File: config.mk
export PLATFORM = sky130hd
export DESIGN_NAME = dr_datapath
export DESIGN_NICKNAME = d
export VERILOG_FILES = /design/src/rtl/drl_pkg.sv /design/src/rtl/dr_input_stage.sv /design/src/rtl/dr_logic_unit.sv /design/src/rtl/dr_rail_checker.sv /design/src/rtl/dr_datapath.sv
export SDC_FILE = /design/constraint.sdc
export NUM_CORES = 1
export LEC_CHECK = 0
export ABC_AREA = 1
export BUFFER_PORTS_ARGS = -buffer_cell sky130_fd_sc_hd__buf_2
export CORE_ASPECT_RATIO = 0.75
export CORE_MARGIN = 3
export CORE_UTILIZATION = 53
export CTS_BUF_LIST = sky130_fd_sc_hd__clkbuf_2
export DETAILED_ROUTE_END_ITERATION = 8
export GPL_TIMING_DRIVEN = 1
export PLACE_DENSITY = 0.9
export SLEW_MARGIN = 10
export SYNTH_ARGS = -nofsm -noshare
export SYNTH_HDL_FRONTEND = slang
export SYNTH_HIERARCHICAL = 1
export SYNTH_SLANG_ARGS = --single-unit
File: constraint.sdc
create_clock -name clk -period 1.9 [get_ports clk]
set_input_delay 0.095 -clock clk [delete_from_list [all_inputs] [get_ports clk]]
set_output_delay 0.095 -clock clk [all_outputs]
set_load 0.005 [all_outputs]
File: src/rtl/drl_pkg.sv
package drl_pkg;

  typedef struct packed {
    logic t;
    logic f;
  } dual_t;

  localparam int OP_W = 2;
  localparam int NSEL = 1 << OP_W;

  typedef enum logic [OP_W-1:0] {
    OP_AND  = 2'd0,
    OP_OR   = 2'd1,
    OP_XOR  = 2'd2,
    OP_XNOR = 2'd3
  } op_e;

  // Positive gate pair: AND on true rails, OR on false rails
  function automatic dual_t dr_and(dual_t x, dual_t y);
    dual_t r;
    r.t = x.t & y.t;
    r.f = x.f | y.f;
    return r;
  endfunction

  // Positive gate pair: OR on true rails, AND on false rails
  function automatic dual_t dr_or(dual_t x, dual_t y);
    dual_t r;
    r.t = x.t | y.t;
    r.f = x.f & y.f;
    return r;
  endfunction

  // Inversion is a plain rail swap, no inverting gate
  function automatic dual_t dr_not(dual_t x);
    dual_t r;
    r.t = x.f;
    r.f = x.t;
    return r;
  endfunction

  function automatic dual_t dr_xor(dual_t x, dual_t y);
    dual_t r;
    r.t = (x.t & y.f) | (x.f & y.t);
    r.f = (x.t & y.t) | (x.f & y.f);
    return r;
  endfunction

endpackage

File: src/rtl/dr_input_stage.sv
module dr_input_stage
  import drl_pkg::*;
#(
  parameter int W = 4
) (
  input  logic              eval_i,
  input  logic [W-1:0]      d_i,
  output dual_t [W-1:0]     q_o
);

  // The single inversion of the datapath lives here, at the boundary;
  // both rails are gated so precharge zeros start the wave.
  for (genvar i = 0; i < W; i++) begin : g_bit
    assign q_o[i].t = eval_i & d_i[i];
    assign q_o[i].f = eval_i & ~d_i[i];
  end

endmodule

File: src/rtl/dr_logic_unit.sv
module dr_logic_unit
  import drl_pkg::*;
#(
  parameter int W = 4
) (
  input  dual_t [W-1:0]    a_i,
  input  dual_t [W-1:0]    b_i,
  input  dual_t [OP_W-1:0] op_i,
  output dual_t [W-1:0]    y_o
);

  function automatic dual_t and_all(dual_t [OP_W-1:0] v);
    dual_t acc;
    acc = v[0];
    for (int j = 1; j < OP_W; j++) acc = dr_and(acc, v[j]);
    return acc;
  endfunction

  function automatic dual_t pick(dual_t [NSEL-1:0] s, dual_t [NSEL-1:0] c);
    dual_t acc;
    acc = dr_and(s[0], c[0]);
    for (int k = 1; k < NSEL; k++) acc = dr_or(acc, dr_and(s[k], c[k]));
    return acc;
  endfunction

  dual_t [NSEL-1:0] sel;

  // One-hot decode of the operation code in dual-rail form
  for (genvar k = 0; k < NSEL; k++) begin : g_dec
    dual_t [OP_W-1:0] lit;
    for (genvar j = 0; j < OP_W; j++) begin : g_lit
      if (((k >> j) & 1) == 1) begin : g_pos
        assign lit[j] = op_i[j];
      end else begin : g_neg
        assign lit[j] = dr_not(op_i[j]);
      end
    end
    assign sel[k] = and_all(lit);
  end

  for (genvar i = 0; i < W; i++) begin : g_bit
    dual_t [NSEL-1:0] cand;
    dual_t            x;
    assign x               = dr_xor(a_i[i], b_i[i]);
    assign cand[OP_AND]    = dr_and(a_i[i], b_i[i]);
    assign cand[OP_OR]     = dr_or(a_i[i], b_i[i]);
    assign cand[OP_XOR]    = x;
    assign cand[OP_XNOR]   = dr_not(x);
    assign y_o[i]          = pick(sel, cand);
  end

endmodule

File: src/rtl/dr_rail_checker.sv
module dr_rail_checker
  import drl_pkg::*;
#(
  parameter int W = 4
) (
  input  logic          clk,
  input  logic          rst,
  input  logic          eval_i,
  input  dual_t [W-1:0] net_i,
  output logic [W-1:0]  err_o
);

  logic [W-1:0] both_hi;
  logic [W-1:0] none_hi;

  for (genvar i = 0; i < W; i++) begin : g_bit
    assign both_hi[i] = net_i[i].t & net_i[i].f;
    assign none_hi[i] = ~net_i[i].t & ~net_i[i].f;
  end

  always_ff @(posedge clk) begin
    if (rst) err_o <= '0;
    else     err_o <= both_hi | (none_hi & {W{eval_i}});
  end


  precharge_zero_chk: assert property (@(posedge clk) disable iff (rst)
    !eval_i |-> (both_hi == '0 && none_hi == '1));


  eval_onehot_chk: assert property (@(posedge clk) disable iff (rst)
    eval_i |-> (both_hi == '0 && none_hi == '0));

endmodule

File: src/rtl/dr_datapath.sv
module dr_datapath
  import drl_pkg::*;
#(
  parameter int W = 4
) (
  input  logic            clk,
  input  logic            rst,
  input  logic [W-1:0]    a_i,
  input  logic [W-1:0]    b_i,
  input  logic [OP_W-1:0] op_i,
  output logic            phase_o,
  output logic [W-1:0]    rail_t_o,
  output logic [W-1:0]    rail_f_o,
  output logic [W-1:0]    res_o,
  output logic            vld_o,
  output logic [W-1:0]    err_o
);

  logic            eval_q;
  dual_t [W-1:0]   a_d, b_d, y_d;
  dual_t [OP_W-1:0] op_d;
  logic [W-1:0]    y_t, y_f;
  logic [W-1:0]    rt_q, rf_q, res_q;
  logic            vld_q;

  always_ff @(posedge clk) begin
    if (rst) eval_q <= 1'b0;
    else     eval_q <= ~eval_q;
  end

  dr_input_stage #(.W(W))    u_in_a  (.eval_i(eval_q), .d_i(a_i),  .q_o(a_d));
  dr_input_stage #(.W(W))    u_in_b  (.eval_i(eval_q), .d_i(b_i),  .q_o(b_d));
  dr_input_stage #(.W(OP_W)) u_in_op (.eval_i(eval_q), .d_i(op_i), .q_o(op_d));

  dr_logic_unit #(.W(W)) u_net (.a_i(a_d), .b_i(b_d), .op_i(op_d), .y_o(y_d));

  dr_rail_checker #(.W(W)) u_chk (
    .clk(clk), .rst(rst), .eval_i(eval_q), .net_i(y_d), .err_o(err_o)
  );

  for (genvar i = 0; i < W; i++) begin : g_split
    assign y_t[i] = y_d[i].t;
    assign y_f[i] = y_d[i].f;
  end

  always_ff @(posedge clk) begin
    if (rst) begin
      rt_q  <= '0;
      rf_q  <= '0;
      res_q <= '0;
      vld_q <= 1'b0;
    end else begin
      rt_q  <= y_t;
      rf_q  <= y_f;
      vld_q <= eval_q;
      if (eval_q) res_q <= y_t;
    end
  end

  assign phase_o  = eval_q;
  assign rail_t_o = rt_q;
  assign rail_f_o = rf_q;
  assign res_o    = res_q;
  assign vld_o    = vld_q;


  phase_toggle_chk: assert property (@(posedge clk) disable iff (rst)
    !$past(rst) |-> (eval_q != $past(eval_q)));


  vld_single_chk: assert property (@(posedge clk) disable iff (rst)
    vld_q |=> !vld_q);


  vld_after_eval_chk: assert property (@(posedge clk) disable iff (rst)
    vld_q |-> $past(eval_q));


  out_onehot_chk: assert property (@(posedge clk) disable iff (rst)
    vld_q |-> (rt_q == ~rf_q && rt_q == res_q));


  out_zero_chk: assert property (@(posedge clk) disable iff (rst)
    !vld_q |-> (rt_q == '0 && rf_q == '0));


  res_hold_chk: assert property (@(posedge clk) disable iff (rst)
    !vld_q |-> $stable(res_q));

endmodule

Word level (Yosys, flattened, before mapping):

Cells that the tools add are included.

* equal/unequal tests: 0
* add/sub/neg operators: 0
* $lt $le $gt $ge: 0
* reductions and logical operators: 0
* $mul: 0
* shifts and indexed selects: 0
* bitwise gates (word level): 145
* div/mod/pow operators: 0
* muxes and demuxes: 0

Operators with widths (number)
* AND 1 bit: 76
* bitwise OR 1 bit: 48
* NOT 1 bit: 19
* AND 4 bit: 1
* bitwise OR 4 bit: 1

* latch bits: 0
* register bits after elaboration: 18
* output and inout bits: 18
* logic and storage cells: 151
* bits in writable memories: 0
* ROM bits: 0
* memories: 0
* input bits: 12

Logic depth before layout (Yosys ltp):

* word-level depth: 11
* depth in mapped cells: 10

Hierarchy:

The synthesis kept the hierarchy.

Modules (own cells, without submodules)
* dr_datapath: seq. area each 280.3 um^2, cells an instance 47, times used 1, area each 415.4 um^2
* dr_logic_unit: seq. area each 0.0 um^2, cells an instance 90, times used 1, area each 357.8 um^2
* dr_rail_checker: seq. area each 80.1 um^2, cells an instance 25, times used 1, area each 163.9 um^2
* dr_input_stage at u_in_a ...: seq. area each 0.0 um^2, cells an instance 13, times used 2, area each 48.8 um^2
* dr_input_stage at u_in_op: seq. area each 0.0 um^2, cells an instance 7, times used 1, area each 26.3 um^2

Worst setup path after synthesis:

Ideal clock, no wire load.

* path type: reg2reg
* from: register eval_q (netlist: phase_o)
* to: register u_chk.err_o[3]
* path slack: 0.203 ns
* clock period less this slack: 1.697 ns
* cell stages (with the launch flop): 10
* data arrival time: 1.582 ns
* data required time: 1.785 ns
* cell sequence: dfxtp_1 -> inv_1 -> nor2_1 -> nand2_1 -> nor2_1 -> nor2_1 -> nand3_1 -> inv_1 -> a21oi_1 -> nor2_1

RTL lines
* from (decl): line dr_datapath.sv:19 `logic eval_q;`
* from (signal assigned): line dr_datapath.sv:28 `else eval_q <= ~eval_q;`
* to (signal assigned): line dr_rail_checker.sv:23 `else err_o <= both_hi | (none_hi & {W{eval_i}});`
* to (decl): line dr_rail_checker.sv:10 `output logic [W-1:0] err_o`

==> impl_metrics.yaml <==
outcome:
  status: "finished clean"
timing:
  rsz0062_at_grt: "no"
  relSlewSlack: 0.811
  fin_skew_ns: 0.0104
  tightest_slew_ns: 0.282
  fin_crit_ns: 1.68
  max_freq_mhz: 594
  hold_violations: 0
  slew_viol_final: 0
  whs_ns: 0.0952
  fin_crit_sh: 0.887
  tns_ns: 0
  finalSetupViolCount: 0
power:
  ir_drop_mv: 0.480
  p_leak_nw: 0.758
  power.density_mw_per_mm2: 552
synth:
  avgSynthCellArea_sq_um: 5.44
  synth_seq_cells: 18
  synth_nets: 207
  synthSimpleGateAreaFrac: 0.528
  ys_warn_count: 6
  yosysUniqueCellTypes: 11
  synth_fa_ha_area_frac: 0
  synth_compound_area_frac: 0.0189
  synth_mux_area_frac: 0
  syn-instance-count: 195
  synth_xor_area_frac: 0
  ys_seq_area_frac: 0.340
  synth_top_family_by_area: "simple AND/OR/NAND/NOR gates"
  mappedNetlistArea_sq_mm: 0.00106
die:
  die_h_um: 44.8
  rows: 13
  design.portCount: 30
  fp.dieW_um: 57.7
  die_area_sq_mm: 0.00258
  core-area_sq_mm: 0.00181
  start_util: 0.588
clock_network:
  clkTransAtPathRegs_ns: 0.17
  numCtsBuffers: 3
  cts_hold_buf: 0
  root_buffer: "clkbuf_2"
  cts_tree: "yes"
  htree_levels: 1
  worstSkewPairLatency_ns: 0.30
  cts.sinks: 18
  ctsResizeCount: 0
  postCtsSetupRepairBufs: 0
  cts_buffer_depth: 2
place:
  hpwl_um: 2030
  place_area_sq_mm: 0.00124
  place_congestion: 0.975
  port-buffer-count: 29
detailed_routing:
  vias: 1228
  first_pass_iters: 4
  drt_iter0_drc: 59
  ant_nets: 0
  drc_errors: 0
  drt-wirelength-per-cell_um: 10.1
  viasPerCell: 4.89
  routed_wl_um: 2550
layout:
  antenna_cells: 0
  areaGrowthSynthToFinish_pct: 18.8
  fin_util: 0.698
  fin_nets: 242
  final_layout_size_suffix_gt1_frac: 0.170
  final_cell_mix: "nand2_1, nor2_1, buf_2"
  layout_commonest_cell: "nand2_1"
  fin_area_sq_mm: 0.00126
hold_path:
  hp-start: "rst"
  hold_class: "in -> reg"
grt:
  grt_max_degree: 14
  grt_first_pass_wirelength_um: 3800
  antenna_found_initial: 0
  grt_use_total: 0.189
  grt_pass1_vias: 896
  grt-ovfl-total: 0
worst_setup_path:
  worstPathRequired_ns: 2.13
  arrival_ns: 1.92
  r2r_start: "phase_o"
  cp_max_fo: 13
  path_class: "reg -> reg"
  end_kind: "flop"
  start_kind: "flop"
  crit_start: "phase_o"
run:
  cap_violations: 0
worst paths after layout:
kind	endpoint	cells after the start	slack [ns]
setup / recovery	u_chk/err_o[3]	11	0.22
hold / removal	rail_f_o[0]	2	0.1
setup reg to reg	u_chk/err_o[3]	11	0.22
hold reg to reg	res_o[2]	2	0.46
kinds of logic (layout without fill, tap and decap cells):
group,Yosys count,in the layout
DFF,18,18
and+or+nand+nor,142,142
buffers and inverters,31,65
AOI/OAI and AO/OA,4,4
registers in the layout, summed over array words and instances (netlist names):
| signal | count |
|---|---|
| phase_o | 1 |
| rail_f_o | 4 |
| rail_t_o | 4 |
| res_o | 4 |
| u_chk/err_o | 4 |
| vld_o | 1 |
final cells by class:
class | count | area [sq um]
clock buffer | 3 | 15.0
clock inverter | 1 | 3.75
fill | 167 | 546
inverter | 30 | 113
multi-input combinational | 146 | 581
sequential | 18 | 360
tap | 22 | 27.5
timing repair buffer | 31 | 160
synth_stat cells:
cell | n | share of area
a21oi_1 | 4 | 0.019
clkinv_1 | 1 | 0.0035
buf_4 | 1 | 0.0071
nand3_1 | 16 | 0.075
nand2_1 | 70 | 0.25
inv_2 | 3 | 0.011
nor2_2 | 1 | 0.0059
or2_4 | 1 | 0.0083
nor2_1 | 54 | 0.19
dfxtp_1 | 18 | 0.34
inv_1 | 26 | 0.092
routing by layer:
metal | GRT usage | vias up | wire length (um)
li1 | - | 642 | -
met2 | 0.302 | 59 | 1100
met5 | 0 | - | 0
met4 | 0.0417 | 0 | 0
met3 | 0.0429 | 0 | 227
met1 | 0.264 | 527 | 1220
where the power goes:
part / total [mW] / switching [mW] / internal, mW
registers: 0.392 / 0.00458 / 0.388
logic: 0.142 / 0.0911 / 0.0514
clock network: 0.161 / 0.115 / 0.0457
total: 0.696 / 0.211 / 0.485
through the flow:
step / worst slack [ns] / instances / power [mW]
6_report: 0.215 / 251 / 0.696
2_1_floorplan: 0.203 / 195 / 0.494
3_3_place_gp: 0.369 / 247 / 0.539
4_1_cts: 0.254 / 251 / 0.696
3_5_place_dp: 0.302 / 247 / 0.540
5_1_grt: 0.0488 / 251 / 0.735
worst max-delay path: stages, from the launching register on:
cell     delay, ns
dfxtp_1       0.47
buf_4         0.24
nand2_1       0.07
inv_1         0.11
nand2_1       0.07
inv_1         0.14
nand2_1       0.08
nand3_1       0.14
inv_1         0.07
nand2_1       0.06
nand2_1       0.04
nor2_1        0.13
No activity file was read; power rests on OpenSTA's default activity.
